`src/rtl/canf_pkg.sv`:
```
package canf_pkg;
    localparam int ID_EXT_W   = 29;
    localparam int ID_STD_W   = 11;
    localparam int HDR_W      = 32;
    localparam int HDR_ID_LSB = HDR_W - ID_EXT_W;
    localparam int EXT_BIT    = 2;
    localparam int RTR_BIT    = 1;
    localparam int BYTE_W     = 8;
    localparam int FILT_BYTES = 2;
    localparam int DAT_W      = BYTE_W * FILT_BYTES;
    localparam int DLC_W      = 4;
    localparam logic [HDR_W-1:0] HDR_USED = ~HDR_W'(1);

    typedef struct packed {
        logic                ext;
        logic                rtr;
        logic [ID_EXT_W-1:0] id;
        logic [DLC_W-1:0]    dlc;
        logic [DAT_W-1:0]    data;
    } frame_t;

    typedef struct packed {
        logic [HDR_W-1:0] mask;
        logic [HDR_W-1:0] code;
    } hdr_filt_t;

    typedef struct packed {
        logic [DAT_W-1:0] mask;
        logic [DAT_W-1:0] code;
    } dat_filt_t;

    function automatic logic [HDR_W-1:0] left_align_id(input logic ext,
                                                        input logic [ID_EXT_W-1:0] id);
        logic [HDR_W-1:0] w;
        if (ext) w = {id, {HDR_ID_LSB{1'b0}}};
        else     w = {id[ID_STD_W-1:0], {(HDR_W-ID_STD_W){1'b0}}};
        return w;
    endfunction
endpackage

```
`src/rtl/canf_hdr_word.sv`:
```
module canf_hdr_word
    import canf_pkg::*;
(
    input  frame_t           frm,
    output logic [HDR_W-1:0] id_al,
    output logic [HDR_W-1:0] hdr
);
    always_comb begin
        id_al        = left_align_id(frm.ext, frm.id);
        hdr          = id_al;
        hdr[EXT_BIT] = frm.ext;
        hdr[RTR_BIT] = frm.rtr;
        hdr[0]       = 1'b0;
    end
endmodule

```
`src/rtl/canf_hdr_cmp.sv`:
```
module canf_hdr_cmp
    import canf_pkg::*;
(
    input  logic [HDR_W-1:0] hdr,
    input  hdr_filt_t        flt,
    output logic             hit
);
    logic [HDR_W-1:0] diff;
    always_comb begin
        diff = (hdr ^ flt.code) & ~flt.mask & HDR_USED;
        hit  = ~|diff;
    end
endmodule

```
`src/rtl/canf_data_cmp.sv`:
```
module canf_data_cmp
    import canf_pkg::*;
(
    input  frame_t    frm,
    input  dat_filt_t flt,
    output logic      hit
);
    logic [FILT_BYTES-1:0] byte_ok;

    for (genvar b = 0; b < FILT_BYTES; b++) begin : g_byte
        localparam int HI = DAT_W - 1 - b * BYTE_W;
        localparam int LO = HI - BYTE_W + 1;
        logic present;
        logic [BYTE_W-1:0] diff;
        always_comb begin
            present    = !frm.rtr && (frm.dlc > DLC_W'(b));
            diff       = (frm.data[HI:LO] ^ flt.code[HI:LO]) & ~flt.mask[HI:LO];
            byte_ok[b] = !present || (diff == '0);
        end
    end

    assign hit = &byte_ok;
endmodule

```
`src/rtl/can_accept_filter.sv`:
```
module can_accept_filter
    import canf_pkg::*;
(
    input  logic             clk,
    input  logic             rst,
    input  logic             frm_vld,
    input  logic             frm_ext,
    input  logic             frm_rtr,
    input  logic [28:0]      frm_id,
    input  logic [3:0]       frm_dlc,
    input  logic [15:0]      frm_data,
    input  logic [31:0]      hdr_mask,
    input  logic [31:0]      hdr_code,
    input  logic [15:0]      dat_mask,
    input  logic [15:0]      dat_code,
    output logic             acc_out,
    output logic [31:0]      id_word
);
    frame_t           frm;
    hdr_filt_t        hflt;
    dat_filt_t        dflt;
    logic [HDR_W-1:0] id_al;
    logic [HDR_W-1:0] hdr;
    logic             hdr_hit;
    logic             dat_hit;

    always_comb begin
        frm.ext   = frm_ext;
        frm.rtr   = frm_rtr;
        frm.id    = frm_id;
        frm.dlc   = frm_dlc;
        frm.data  = frm_data;
        hflt.mask = hdr_mask;
        hflt.code = hdr_code;
        dflt.mask = dat_mask;
        dflt.code = dat_code;
    end

    canf_hdr_word u_word (.frm(frm), .id_al(id_al), .hdr(hdr));
    canf_hdr_cmp  u_hcmp (.hdr(hdr), .flt(hflt), .hit(hdr_hit));
    canf_data_cmp u_dcmp (.frm(frm), .flt(dflt), .hit(dat_hit));

    always_ff @(posedge clk) begin
        if (rst) begin
            acc_out <= 1'b0;
            id_word <= '0;
        end else begin
            acc_out <= frm_vld && hdr_hit && dat_hit;
            if (frm_vld) id_word <= id_al;
        end
    end
endmodule

```
`config.mk`:
```
export PLATFORM = sky130hd
export DESIGN_NAME = can_accept_filter
export DESIGN_NICKNAME = d
export VERILOG_FILES = /design/src/rtl/canf_pkg.sv /design/src/rtl/canf_hdr_word.sv /design/src/rtl/canf_hdr_cmp.sv /design/src/rtl/canf_data_cmp.sv /design/src/rtl/can_accept_filter.sv
export SDC_FILE = /design/constraint.sdc
export NUM_CORES = 1
export LEC_CHECK = 0
export ABC_AREA = 0
export BUFFER_PORTS_ARGS = -buffer_cell sky130_fd_sc_hd__buf_2
export CORE_ASPECT_RATIO = 0.6
export CORE_MARGIN = 1
export CORE_UTILIZATION = 37
export DETAILED_ROUTE_END_ITERATION = 7
export PLACE_DENSITY = 0.82
export SYNTH_ARGS = -nofsm -noshare
export SYNTH_HDL_FRONTEND = slang
export SYNTH_SLANG_ARGS = --single-unit
```
`constraint.sdc`:
```
create_clock -name clk -period 1.92 [get_ports clk]
set_clock_uncertainty 0.2 [all_clocks]
set_input_delay 0.288 -clock clk [delete_from_list [all_inputs] [get_ports clk]]
set_output_delay 0.288 -clock clk [all_outputs]
set_load 0.02 [all_outputs]
```
==> flow_metrics.env <==
export IMPL_ys_seq_elements=30
export IMPL_syn_area_sq_mm=0.00199
export IMPL_initial_core_util_pct=38.8
export IMPL_finalCriticalPeriod_ns=1.82
export IMPL_hold_class="primary input to flop"
export IMPL_critPathCaptureType="flop"
export IMPL_cts_tree="yes"
export IMPL_synth_cells=244
export IMPL_fin_util_pct=62.2
export IMPL_reg2reg_depth=2
export IMPL_drt_first_pass_iters=4
export IMPL_viasPerCell=4.88
export IMPL_synth_area_per_cell_sq_um=8.16
export IMPL_wl_microns=7140
export IMPL_setup_viol=0
export IMPL_cts_path_max_buffers=2
export IMPL_tns_ns=0
export IMPL_crit_type="primary input to flop"
export IMPL_diodes=0
export IMPL_drv_cap=0
export IMPL_final_area_sq_mm=0.00319
export IMPL_synthDistinctLibCells=33
export IMPL_grtUsageTotal_pct=25.5
export IMPL_multi_input_area_sq_mm=0.00137
export IMPL_die_area_sq_mm=0.00569
export IMPL_grt_pass1_vias=2361
export IMPL_fmax_ghz=0.549
export IMPL_grt_pass1_wl_microns=11400
export IMPL_required_ns=1.91
export IMPL_antenna_found_initial=0
export IMPL_cp_arrival_ns=1.81
export IMPL_core_sq_mm=0.00513
export IMPL_clock_sinks=30
export IMPL_hold_path_depth=3
export IMPL_slew_headroom_pct=66.5
export IMPL_synth_edff_count=0
export IMPL_hold_viol=0
export IMPL_grt_overflow_total=0
export IMPL_ys_warn_count=0
export IMPL_dp_hpwl_microns=5930
export IMPL_drc=0
export IMPL_syn_to_final_growth_pct=60.4
export IMPL_worst_slew_pin_slew_ns=0.503
export IMPL_placed_cell_area_sq_mm=0.00300
export IMPL_report_final_slew_viol_count=0
export IMPL_outcome="complete, no violations"
export IMPL_root_buffer="clkbuf_8"
export IMPL_nets=579
export IMPL_p_leak_nw=1.54
export IMPL_cp_start_kind="primary input"
export IMPL_cts_clk_slew_worst_paths_ns=0.07
export IMPL_ctsHtreeMaxLevel=2
export IMPL_ys_seq_area_share_pct=30.2
export IMPL_power_density_mw_per_mm2=586
export IMPL_fillerInstances=477
export IMPL_yosys_area_top_type="dfxtp_1"
export IMPL_synth_top_area_share_pct=30.2
export IMPL_die_y_microns=58.8
export IMPL_post_drt_wl_per_cell_microns=14.4
export IMPL_cts_buffers=5
export IMPL_rsz0062_at_grt="no"
export IMPL_drive_gt1_share_pct=50.2
export IMPL_die_width_microns=96.7
export IMPL_async_reset_ff_share_pct=0
export IMPL_finalCritPeriodShare_pct=94.9
export IMPL_vias=2418
export IMPL_io_buffers=177
export IMPL_netlist_top_cells_area="dfxtp_1 (30%), xor2_1 (11%), xnor2_1 (7.5%), nand2b_1 (6.6%), o22ai_1 (6.6%)"
export IMPL_grt_max_degree=59
export IMPL_cp_max_fo=16
export IMPL_rows=20
export IMPL_gp_congestion=0.871
export IMPL_clock_latency_ns=0.27
export IMPL_ys_flop_type="dfxtp_1"
export IMPL_drtIter0Drc=84
export IMPL_ff_latch_area_sq_um=601
export IMPL_max_vdd_ir_drop_uv=275
export IMPL_num_io_pins=183
export IMPL_postRouteAntennaNets=0
==> routing by layer <==
layer / GRT usage, % / vias to the layer above / wire [microns]
met5: 0 / - / 0
met4: 4.69 / 0 / 21
met3: 6.18 / 2 / 513
met2: 44.5 / 103 / 3310
met1: 32.9 / 1080 / 3300
li1: - / 1233 / -
==> what timing repair did <==
item / 4_1_cts / 5_1_grt
pin swaps: 0 / 4
gates resized for setup: 2 / 15
setup endpoints to repair: 1 / 1
hold buffers: 0 / 0
buffers inserted: 0 / 0
==> metrics by stage <==
| step | hold WS (ns) | instances | setup WS (ns) | total power, mW |
|---|---|---|---|---|
| 2_1_floorplan | 0.251 | 246 | 0.107 | 0.970 |
| 3_3_place_gp | 0.256 | 488 | -0.408 | 1.23 |
| 3_5_place_dp | 0.260 | 488 | -0.433 | 1.24 |
| 4_1_cts | 0.0812 | 496 | 0.0258 | 1.87 |
| 5_1_grt | 0.0819 | 496 | 0.0159 | 1.98 |
| 6_report | 0.0901 | 496 | 0.0986 | 1.87 |
==> cells in the final DEF, fill, tap and decap left out, drive strengths merged <==
cell type / Yosys / routed
o21ai: 2 / 2
o211ai: 1 / 1
a22oi: 1 / 1
mux2i: 11 / 11
bufinv: 0 / 1
nand3: 18 / 18
a221oi: 1 / 1
nand2b: 22 / 22
dfxtp: 30 / 30
xnor2: 17 / 17
xor2: 25 / 25
nor4: 5 / 5
clkbuf: 7 / 5
buf: 10 / 193
a211oi: 11 / 11
inv: 2 / 2
clkinv: 0 / 2
conb: 1 / 3
a21oi: 19 / 19
a41oi: 1 / 1
nor3: 1 / 1
nor4b: 1 / 1
nor2: 14 / 14
o32ai: 1 / 1
o22ai: 21 / 21
mux2: 2 / 2
nand2: 19 / 19
or4: 1 / 1
==> state kept, by name, indices dropped and copies added (netlist names) <==
register	cells
id_word	29
acc_out	1
==> worst max-delay path: stages <==
cell	delay, ns
buf_12	0.15
mux2i_2	0.28
xor2_1	0.17
o22ai_1	0.10
nor4_2	0.36
o211ai_1	0.21
nor4_4	0.23
==> cells in the mapped netlist (all sizes together) (2+ instances only) <==
master   n
inv      2
nand2   19
a21oi   19
mux2     2
o21ai    2
nor2    14
nand2b  22
a211oi  11
dfxtp   30
xnor2   17
o22ai   21
clkbuf   7
mux2i   11
nand3   18
nor4     5
xor2    25
buf     10
==> logic make-up after synthesis <==
family | Yosys count | synth area share, %
compound gates | 58 | 18.1
xor+xnor | 42 | 18.5
flops | 30 | 30.2
mux | 13 | 6.66
other cells | 1 | 0.188
simple gates | 81 | 21.7
buf+inv | 19 | 4.71
==> final cells by class <==
type,count,area share [%]
flip-flops and latches,30,18.8
inverters,2,0.235
multi-input cells,197,42.8
clock buffers,5,2.16
well taps,66,2.59
repair buffers,193,32.2
clock inverters,3,1.25
==> worst paths after layout <==
kind	end	startpoint	slack, ns
hold / removal	id_word[17]$_SDFFE_PP0P_	frm_id[14]	0.09
hold reg to reg	id_word[13]$_SDFFE_PP0P_	id_word[13]$_SDFFE_PP0P_	0.27
setup reg to reg	id_word[22]$_SDFFE_PP0P_	id_word[22]$_SDFFE_PP0P_	0.99
setup / recovery	acc_out$_SDFF_PP0_	frm_ext	0.1
==> power by group <==
group / internal (mW) / switching [mW]
combinational: 0.293 / 0.289
sequential: 0.654 / 0.0161
clock: 0.381 / 0.237
Note: power is estimated with default switching activity, not from simulation.
